`src/rtl/hs_status_pkg.sv`:
```
package hs_status_pkg;

  // Condition under which the card is ready for host initialization.
  function automatic logic ready_cond(input logic line_s, input logic pre_done,
                                      input logic lock);
    return (!line_s) && pre_done && (!lock);
  endfunction

  // Condition that announces an imminent extraction.
  function automatic logic removal_cond(input logic line_s, input logic brst_n);
    return line_s && brst_n;
  endfunction

  // A write-one-to-clear hit on one bit lane.
  function automatic logic w1c_hit(input logic en, input logic lane_be,
                                   input logic bit_val);
    return en && lane_be && bit_val;
  endfunction

  // Next value of a sticky flag, set has priority over clear.
  function automatic logic sticky_next(input logic cur, input logic set_i,
                                       input logic clr_i);
    return set_i || (cur && !clr_i);
  endfunction

endpackage

```
`src/rtl/hs_sync.sv`:
```
module hs_sync #(
  parameter int STAGES = 2
) (
  input  logic clk,
  input  logic rst_n,
  input  logic d,
  output logic q
);
  logic [STAGES-1:0] stg;

  generate
    for (genvar i = 0; i < STAGES; i++) begin : g_stage
      if (i == 0) begin : g_first
        always_ff @(posedge clk or negedge rst_n) begin
          if (!rst_n) stg[0] <= 1'b0;
          else        stg[0] <= d;
        end
      end else begin : g_next
        always_ff @(posedge clk or negedge rst_n) begin
          if (!rst_n) stg[i] <= 1'b0;
          else        stg[i] <= stg[i-1];
        end
      end
    end
  endgenerate

  assign q = stg[STAGES-1];

endmodule

```
`src/rtl/hs_event_det.sv`:
```
module hs_event_det
  import hs_status_pkg::*;
(
  input  logic clk,
  input  logic rst_n,
  input  logic line_s,
  input  logic bus_rst_n,
  input  logic preload_done,
  input  logic lockout,
  output logic rem_set,
  output logic ins_set
);
  logic ready_now;
  logic ready_q;

  assign ready_now = ready_cond(line_s, preload_done, lockout);

  always_ff @(posedge clk or negedge rst_n) begin
    if (!rst_n) ready_q <= 1'b0;
    else        ready_q <= ready_now;
  end

  assign ins_set = ready_now && !ready_q;
  assign rem_set = removal_cond(line_s, bus_rst_n);

  AST_INS_ONE_SHOT: assert property (@(posedge clk) disable iff (!rst_n)
    ins_set |=> !ins_set);

endmodule

```
`src/rtl/hs_w1c_bit.sv`:
```
module hs_w1c_bit
  import hs_status_pkg::*;
(
  input  logic clk,
  input  logic rst_n,
  input  logic set_i,
  input  logic clr_i,
  output logic q
);
  always_ff @(posedge clk or negedge rst_n) begin
    if (!rst_n) q <= 1'b0;
    else        q <= sticky_next(q, set_i, clr_i);
  end

  AST_SET_WINS: assert property (@(posedge clk) disable iff (!rst_n)
    set_i |=> q);

  AST_W1C_CLEARS: assert property (@(posedge clk) disable iff (!rst_n)
    (clr_i && !set_i) |=> !q);

  AST_FLAG_HOLDS: assert property (@(posedge clk) disable iff (!rst_n)
    (!clr_i && !set_i) |=> $stable(q));

endmodule

```
`src/rtl/hs_pin_ctrl.sv`:
```
module hs_pin_ctrl (
  input  logic clk,
  input  logic rst_n,
  input  logic ins_q,
  input  logic rem_q,
  output logic enum_drive_low,
  output logic stat_oe
);
  always_ff @(posedge clk or negedge rst_n) begin
    if (!rst_n) begin
      enum_drive_low <= 1'b0;
      stat_oe        <= 1'b0;
    end else begin
      enum_drive_low <= ins_q || rem_q;
      stat_oe        <= rem_q;
    end
  end

  AST_ENUM_ON: assert property (@(posedge clk) disable iff (!rst_n)
    (ins_q || rem_q) |=> enum_drive_low);

  AST_ENUM_OFF: assert property (@(posedge clk) disable iff (!rst_n)
    (!ins_q && !rem_q) |=> !enum_drive_low);

  AST_OE_RELEASE: assert property (@(posedge clk) disable iff (!rst_n)
    $fell(rem_q) |=> !stat_oe);

endmodule

```
`src/rtl/hs_status_reg.sv`:
```
module hs_status_reg
  import hs_status_pkg::*;
#(
  parameter int DATA_W      = 16,
  parameter int SYNC_STAGES = 2,
  parameter int REM_BIT     = 6,
  parameter int INS_BIT     = 7
) (
  input  logic                  clk,
  input  logic                  rst_n,
  input  logic                  stat_in,
  input  logic                  bus_rst_n,
  input  logic                  preload_done,
  input  logic                  lockout,
  input  logic                  wr_en,
  input  logic [DATA_W/8-1:0]   wr_be,
  input  logic [DATA_W-1:0]     wr_data,
  output logic [DATA_W-1:0]     rd_data,
  output logic                  enum_drive_low,
  output logic                  stat_oe
);
  localparam int BE_W     = DATA_W / 8;
  localparam int NFLAGS   = 2;
  localparam int REM_LANE = REM_BIT / 8;
  localparam int INS_LANE = INS_BIT / 8;

  logic              line_s;
  logic              rem_set;
  logic              ins_set;
  logic [NFLAGS-1:0] set_vec;
  logic [NFLAGS-1:0] clr_vec;
  logic [NFLAGS-1:0] flag_q;
  logic              rem_q;
  logic              ins_q;
  logic              unused_wr;

  hs_sync #(.STAGES(SYNC_STAGES)) u_sync (
    .clk   (clk),
    .rst_n (rst_n),
    .d     (stat_in),
    .q     (line_s)
  );

  hs_event_det u_det (
    .clk          (clk),
    .rst_n        (rst_n),
    .line_s       (line_s),
    .bus_rst_n    (bus_rst_n),
    .preload_done (preload_done),
    .lockout      (lockout),
    .rem_set      (rem_set),
    .ins_set      (ins_set)
  );

  // Flag 0 is removal, flag 1 is insertion.
  assign set_vec    = {ins_set, rem_set};
  assign clr_vec[0] = w1c_hit(wr_en, wr_be[REM_LANE], wr_data[REM_BIT]);
  assign clr_vec[1] = w1c_hit(wr_en, wr_be[INS_LANE], wr_data[INS_BIT]);

  generate
    for (genvar f = 0; f < NFLAGS; f++) begin : g_flag
      hs_w1c_bit u_bit (
        .clk   (clk),
        .rst_n (rst_n),
        .set_i (set_vec[f]),
        .clr_i (clr_vec[f]),
        .q     (flag_q[f])
      );
    end
  endgenerate

  assign rem_q = flag_q[0];
  assign ins_q = flag_q[1];

  hs_pin_ctrl u_pins (
    .clk            (clk),
    .rst_n          (rst_n),
    .ins_q          (ins_q),
    .rem_q          (rem_q),
    .enum_drive_low (enum_drive_low),
    .stat_oe        (stat_oe)
  );

  always_comb begin
    rd_data          = '0;
    rd_data[REM_BIT] = rem_q;
    rd_data[INS_BIT] = ins_q;
  end

  assign unused_wr = ^{wr_data, wr_be, BE_W[0]};

  AST_REM_QUAL: assert property (@(posedge clk) disable iff (!rst_n)
    $rose(rem_q) |-> $past(line_s && bus_rst_n));

  AST_INS_QUAL: assert property (@(posedge clk) disable iff (!rst_n)
    $rose(ins_q) |-> $past(!line_s && preload_done && !lockout));

  AST_OE_TRACKS: assert property (@(posedge clk) disable iff (!rst_n)
    rem_q |=> stat_oe);

endmodule

```
`config.mk`:
```
export PLATFORM = sky130hd
export DESIGN_NAME = hs_status_reg
export DESIGN_NICKNAME = d
export VERILOG_FILES = /design/src/rtl/hs_status_pkg.sv /design/src/rtl/hs_sync.sv /design/src/rtl/hs_event_det.sv /design/src/rtl/hs_w1c_bit.sv /design/src/rtl/hs_pin_ctrl.sv /design/src/rtl/hs_status_reg.sv
export SDC_FILE = /design/constraint.sdc
export NUM_CORES = 1
export LEC_CHECK = 0
export ABC_AREA = 0
export CORE_UTILIZATION = 26
export CTS_CLUSTER_DIAMETER = 50
export DETAILED_ROUTE_END_ITERATION = 10
export GPL_ROUTABILITY_DRIVEN = 0
export GPL_TIMING_DRIVEN = 0
export PLACE_DENSITY = 0.89
export SLEW_MARGIN = 30
export SYNTH_ARGS = -nofsm -noshare
export SYNTH_HDL_FRONTEND = slang
export SYNTH_SLANG_ARGS = --single-unit
export TNS_END_PERCENT = 1
```
`constraint.sdc`:
```
create_clock -name clk -period 2.25 [get_ports clk]
set_input_delay 0.5625 -clock clk [delete_from_list [all_inputs] [get_ports clk]]
set_output_delay 0.5625 -clock clk [all_outputs]
set_load 0.01 [all_outputs]
```
Word level (Yosys, flattened, before mapping). Index checks and enable logic that the tools add are counted.

Reduce and logical (&&, ||, !) cells: 17.

Operators by type and width (count): $logic_and A1 B1 Y1 (9); $logic_not A1 Y1 (5); $logic_or A1 B1 Y1 (3).

Word-level logic and storage cells: 24. Flip-flop bits (word level): 7. Input bits: 25. Output and inout port bits: 18.

Logic depth before layout (Yosys ltp). Gate-level depths: netlist of the first run.

Depth in word-level cells: 5. Gate-level depth with buffers: 2. Depth with buffers taken out: 2.

Modules after synthesis. From an unflattened synthesis of the first run, not the netlist that was laid out.

Cells, all modules: 34. Area, all modules: 369.1 µm².

By module, submodules not included: hs_status_reg (instances 1, area an instance 136.4 µm², seq. area each 0.0 µm², cells each 19); hs_w1c_bit (instances 2, area an instance 36.3 µm², seq. area each 25.0 µm², cells each 3); hs_pin_ctrl (instances 1, area an instance 56.3 µm², seq. area each 50.0 µm², cells each 3); hs_event_det (instances 1, area an instance 53.8 µm², seq. area each 25.0 µm², cells each 4); hs_sync (instances 1, area an instance 50.0 µm², seq. area each 50.0 µm², cells each 2).

Least setup slack after synthesis of the first run. OpenSTA, ideal clock, no wires.

Kind: register to output. From: register g_flag[0].u_bit.q. To: output port rd_data[6]. Path buffers: 1. Data required time: 1.688 ns. Path slack: 1.178 ns. Stages on the path, launching flop included: 2. Data arrival time: 0.510 ns. Path through: dfrtp_1 -> buf_4.

RTL lines: from (decl) (RTL line hs_w1c_bit.sv:8) `output logic q`; from (signal assigned) (RTL line hs_w1c_bit.sv:12) `else q <= sticky_next(q, set_i, clr_i);`; to (decl) (RTL line hs_status_reg.sv:18) `output logic [DATA_W-1:0] rd_data,`.

No word-level cell between the ends.

Final worst setup path of the first run.
From: register g_flag[0].u_bit.q. To: output port rd_data[6].

No word-level cell between the ends.

==> results.yml, run 1 <==
synth:
  synth-adder-area-share_pct: 0
  yosys_register_bits: 7
  synth_xor_xnor_area_share_pct: 0
  syn-instance-count: 31
  synth_seq_area_share_pct: 50.0
  yosys_warnings: 0
  syn_area_per_cell_um2: 11.3
  dominant_combinational_cell_family_by_area_after_synthesis: "buffers and inverters"
  synth_compound_area_share_pct: 5.36
  synth_area_um2: 350
  synth_mux_area_share_pct: 0
  unique_cell_type_count_in_the_yosys_netlist: 9
  yosys.area_share.simple_pct: 8.21
timing:
  final_critical_path_setup_slack_ns: 0.433
  max_freq_mhz: 550
  timing.final.max_slew_violations: 0
  setup-violations-final: 0
  setup_total_negative_slack_ns: 0
  hold-worst-slack_ns: 0.355
  rsz0062_at_grt: "false"
  final.min_clock_period_ns: 1.82
  clock-skew-final_ns: 0.00298
  min_period_over_period_pct: 80.7
  timing.final.hold_violations: 0
clocking:
  clk_pin_slew_worst_paths_ns: 0.05
  clock_sink_count: 7
  cts_repair_resize_count: 0
  clk_root_buffer_cell: "sky130_fd_sc_hd__clkbuf_4"
  cts.path.max_buffers: 2
  clkLatencyLatePin_ns: 0.24
  htree_num_levels: 1
  postCtsSetupBuffers: 0
  tritoncts: "done"
  cts_hold_buffers: 0
  cts-buffers-inserted: 3
flow_run:
  max_cap_viol_count: 0
detailed_routing:
  drt_pre_antenna_iters: 2
  detail_route.wl_per_cell_um: 7.76
  drtAntennaViolNets: 0
  drtIter0Drc: 1
  drt_drc_violations_left: 0
  routed_wl_um: 582
  route.vias.total: 251
  route.detailed.vias_per_inst: 3.35
worst_setup_path:
  crit_path_start_kind: "register"
  crit_path_cell_trace: "buf_4 > clkdlybuf4s50_1"
  critical_path.endpoint_type: "output pin"
  critical_path.max_stage_delay_ns: 0.52
  worst-endpoint-required_ns: 1.69
  crit_path_top_delay_cell: "sky130_fd_sc_hd__clkdlybuf4s50_1"
  ff2ff_setup_slack_ns: 1.44
  r2r-end: "g_flag[1].u_bit.q"
  r2r-start: "u_sync.q"
  arrival_time_of_the_worst_setup_path_ns: 1.25
  worst-path-max-fanout: 4
  ws_path_type: "reg -> out"
  reg2regPathDepth: 2
global_routing:
  grt_overflow_total: 0
  gr-usage-all-layers_pct: 9.06
  grt_antenna_before_repair: 0
  grt_first_pass_wirelength_um: 793
  grt_pass1_vias: 218
  pin_count_of_the_biggest_net_entering_global_routing: 8
final_layout:
  layout.cells.most_common: "sky130_fd_sc_hd__buf_4"
  finish.net_count: 87
  post_route_cells_drive_above_1_share_pct: 36.1
  syn_to_final_growth_pct: 63.6
  antenna-diode-count: 0
  final_core_util_pct: 48.9
  most_frequent_cells_in_the_layout: "sky130_fd_sc_hd__buf_4, sky130_fd_sc_hd__conb_1, sky130_fd_sc_hd__clkdlybuf4s50_1"
floorplan:
  dieArea_mm2: 0.00150
  pin_count: 43
  core-area_mm2: 0.00117
  std_cell_rows: 12
  fp.dieW_um: 38.7
  initial_core_util_pct: 29.9
  fp.dieH_um: 38.7
run_status:
  status: "finished, final reports clean"
place:
  hpwl_um: 513
  quantity_of_i_o_buffers_inserted_on_ports: 13
  preCtsSetupSlack_ns: 0.676
power_and_ir_drop:
  power.static_leakage_uw: 0.000296
  totalPowerFinal_uw: 337
  power.ir.vdd_worst_v: 0.000205
  power-per-cell-area_mw_per_mm2: 588
worst_hold_path:
  holdCritStartpoint: "u_sync.stg[0]"
  min_delay_path_depth: 0
  min_to: "u_sync.q"
  worst_hold_path_type: "reg -> reg"
[sequential cells by signal, summed over array words and instances, names as in the netlist]
name / flops
u_pins.stat_oe: 1
u_pins.enum_drive_low: 1
u_sync.q: 1
g_flag.u_bit.q: 2
u_sync.stg: 1
u_det.ready_q: 1
[worst max-delay path by stage]
stage                  to  cells after the start  slack [ns]         startpoint
5_1_grt        rd_data[6]                      2        0.35  g_flag[0].u_bit.q
4_1_cts        rd_data[6]                      2        0.41  g_flag[0].u_bit.q
2_1_floorplan  rd_data[6]                      1        1.18  g_flag[0].u_bit.q
3_5_place_dp   rd_data[6]                      2        0.68  g_flag[0].u_bit.q
6_report       rd_data[6]                      2        0.43  g_flag[0].u_bit.q
3_3_place_gp   rd_data[6]                      2        0.70  g_flag[0].u_bit.q
[where the power goes]
group	switching, uW	total, uW	internal (uW)
sequential	5.98	144	138
clock	39.1	106	67.2
combinational	30.1	87.0	56.9
[routing by layer]
metal / up-vias / global-route usage [%] / share of wire [%]
met5: - / 0 / 0
met4: 0 / 7.76 / 0
met1: 104 / 7.17 / 33
li1: 130 / - / -
met3: 0 / 5.78 / 14
met2: 17 / 15.0 / 53
[stage by stage]
| stage | instance area, um2 | std cells |
|---|---|---|
| after floorplan | 399 | 44 |
| after global placement | 547 | 71 |
| after detailed placement | 547 | 71 |
| after CTS | 573 | 75 |
| after global routing | 573 | 75 |
| final | 573 | 75 |
[cells in the mapped netlist, drive strengths merged]
cell type   n  area, um2
nor3b       1       12.5
nand3       2       10.0
a22o        2       18.8
dfrtp       7        175
conb        1       3.75
buf        16        120
inv         1       3.75
or2         1       6.26
[logic make-up after synthesis]
logic type,Yosys count
other cells,1
flops,7
compound gates,2
buf+inv,17
simple gates,4
[area by class of cell]
type | count | area, um2
plain buffers | 16 | 120
clock buffers | 4 | 26.3
fillers | 118 | 598
inverters | 1 | 3.75
multi-input cells | 20 | 100
flip-flops and latches | 7 | 175
well taps | 14 | 17.5
repair buffers | 13 | 130
[critical path, delay by kind of cell, from the launching register on]
kind,cells,cell delay (ns)
buffers and inverters,2,0.64
flip-flops,1,0.38
Power figures use the tool's default switching activity.
==> run 2: changes to the inputs <==
--- a/config.mk
+++ b/config.mk
@@ -6,12 +6,12 @@
 export NUM_CORES = 1
 export LEC_CHECK = 0
 export ABC_AREA = 0
-export CORE_UTILIZATION = 26
+export CORE_UTILIZATION = 22
 export CTS_CLUSTER_DIAMETER = 50
 export DETAILED_ROUTE_END_ITERATION = 10
 export GPL_ROUTABILITY_DRIVEN = 0
 export GPL_TIMING_DRIVEN = 0
-export PLACE_DENSITY = 0.89
+export PLACE_DENSITY = 0.81
 export SLEW_MARGIN = 30
 export SYNTH_ARGS = -nofsm -noshare
 export SYNTH_HDL_FRONTEND = slang
==> constraint.sdc (replaced) <==
create_clock -name clk -period 1.52 [get_ports clk]
set_input_delay 0.38 -clock clk [delete_from_list [all_inputs] [get_ports clk]]
set_output_delay 0.38 -clock clk [all_outputs]
set_load 0.01 [all_outputs]
==> run 2 against run 1 <==
Net effect:
- hold slack lost 0.0089 ns
- sequential power is 47% higher
- first-iteration DRC count rose to 5.0 times the previous value
- combinational power is 57% higher
- die area increased by 17%
- core utilization down 9.4 points
- clock-buffer cell count decreased by 1
- register-to-register slack lost 0.83 ns
- critical path depth down 1
- critical path type unchanged
- largest cell class unchanged
==> results.yml, run 2 (same netlist as run 1, synthesis figures left out) <==
timing:
  clock-skew-final_ns: 0.00993
  timing.final.hold_violations: 0
  setup_total_negative_slack_ns: 0
  final_critical_path_setup_slack_ns: 0.0577
  timing.final.max_slew_violations: 0
  rsz0062_at_grt: "false"
  final.min_clock_period_ns: 1.46
  hold-worst-slack_ns: 0.346
  max_freq_mhz: 684
  setup-violations-final: 0
  min_period_over_period_pct: 96.2
worst_setup_path:
  ff2ff_setup_slack_ns: 0.61
  critical_path.max_stage_delay_ns: 0.53
  critical_path.endpoint_type: "output pin"
  crit_path_top_delay_cell: "sky130_fd_sc_hd__clkdlybuf4s50_1"
  arrival_time_of_the_worst_setup_path_ns: 1.08
  worst-path-max-fanout: 1
  r2r-start: "g_flag[1].u_bit.q"
  r2r-end: "u_pins.enum_drive_low"
  crit_path_start_kind: "register"
  reg2regPathDepth: 2
  kind_of_cell_adding_the_most_delay_to_the_critical_path: "buffers and inverters"
  ws_path_type: "reg -> out"
  worst-endpoint-required_ns: 1.14
  critical_path_buf_inv_count: 1
  crit_path_cell_trace: "clkdlybuf4s50_1"
place:
  dpl.cell_count: 73
  quantity_of_i_o_buffers_inserted_on_ports: 13
  preCtsSetupSlack_ns: 0.124
final_layout:
  final_cells: 79
  post_route_cells_drive_above_1_share_pct: 41.3
  antenna-diode-count: 0
  filler_cell_count: 159
  largest_register_ff_count: 2
  layout.cells.most_common: "sky130_fd_sc_hd__buf_4"
  syn_to_final_growth_pct: 67.9
  max_flop_register: "g_flag.u_bit.q"
  most_frequent_cells_in_the_layout: "sky130_fd_sc_hd__buf_4, sky130_fd_sc_hd__conb_1, sky130_fd_sc_hd__clkdlybuf4s50_1"
  finish.net_count: 89
power_and_ir_drop:
  power-per-cell-area_mw_per_mm2: 870
  power.ir.vdd_worst_v: 0.000481
  totalPowerFinal_uw: 512
  power.static_leakage_uw: 0.000309
global_routing:
  gr-usage-all-layers_pct: 7.55
  grt_first_pass_wirelength_um: 924
  grt_antenna_before_repair: 0
  pin_count_of_the_biggest_net_entering_global_routing: 8
  grt_pass1_vias: 230
  grt_overflow_total: 0
floorplan:
  dieArea_mm2: 0.00176
  core-area_mm2: 0.00149
  pin_count: 43
  fp.dieH_um: 41.9
  fp.dieW_um: 41.9
  initial_core_util_pct: 23.5
  std_cell_rows: 14
clocking:
  clk_root_buffer_cell: "sky130_fd_sc_hd__clkbuf_4"
  tritoncts: "done"
  htree_num_levels: 1
  cts-buffers-inserted: 3
  clock_sink_count: 7
  cts_hold_buffers: 0
  clk_pin_slew_worst_paths_ns: 0.06
  cts.path.max_buffers: 2
  clkLatencyLatePin_ns: 0.25
run_status:
  status: "finished, final reports clean"
worst_hold_path:
  worst_hold_path_type: "reg -> reg"
  min_to: "u_sync.q"
  holdCritStartpoint: "u_sync.stg[0]"
  min_delay_path_depth: 0
detailed_routing:
  drtIter0Drc: 5
  route.detailed.vias_per_inst: 3.37
  drt_pre_antenna_iters: 5
  drt_drc_violations_left: 0
  detail_route.wl_per_cell_um: 7.13
  routed_wl_um: 563
  drtAntennaViolNets: 0
  route.vias.total: 266
flow_run:
  max_cap_viol_count: 0
run 2: changes by cell type in the layout (fill, tap and decap cells not counted):
cell,delta
sky130_fd_sc_hd__clkinv_2,+1
sky130_fd_sc_hd__dlygate4sd2_1,+1
sky130_fd_sc_hd__clkdlybuf4s50_1,-2
sky130_fd_sc_hd__buf_4,+3
sky130_fd_sc_hd__clkbuf_1,-1
run 2: layout make-up:
class | count | area, um2 | share of cell area, %
inverters | 1 | 3.75 | 0.638
repair buffers | 15 | 141 | 24.0
clock inverters | 1 | 5.00 | 0.851
clock buffers | 3 | 22.5 | 3.83
multi-input cells | 20 | 100 | 17.0
flip-flops and latches | 7 | 175 | 29.8
plain buffers | 16 | 120 | 20.4
well taps | 16 | 20.0 | 3.40
run 2: where the power goes:
part	internal [uW]	total, uW	switching (uW)
combinational	88.8	137	48.5
sequential	204	211	6.97
clock	96.0	164	67.8
run 2: what timing repair did:
item / in CTS / in global routing
buffers inserted: 2 / 0
endpoints found under the setup margin: 2 / 0
resized for setup: 2 / 0
run 2: worst max-delay path by stage:
stage                      start    endpoint  slack, ns  cells past startpoint
2_1_floorplan  g_flag[0].u_bit.q  rd_data[6]       0.63                      1
3_3_place_gp   g_flag[0].u_bit.q  rd_data[6]       0.16                      2
3_5_place_dp   g_flag[0].u_bit.q  rd_data[6]       0.12                      2
4_1_cts           u_pins.stat_oe     stat_oe       0.04                      1
5_1_grt           u_pins.stat_oe     stat_oe       0.02                      1
6_report          u_pins.stat_oe     stat_oe       0.06                      1
run 2: per-layer routing:
layer  track usage [%]  part of all wire, %  vias to the layer above
met5                 0                    0                        -
met1              6.85                   33                      116
met4              3.87                    0                        0
met3              5.22                   11                        0
met2              12.5                   55                       17
li1                  -                    -                      133
run 2: stage by stage:
step,instance area (um2),util [%]
after global routing,588,39.5
final,588,39.5
after detailed placement,549,36.9
after floorplan,399,-
after CTS,588,39.5
after global placement,549,36.9
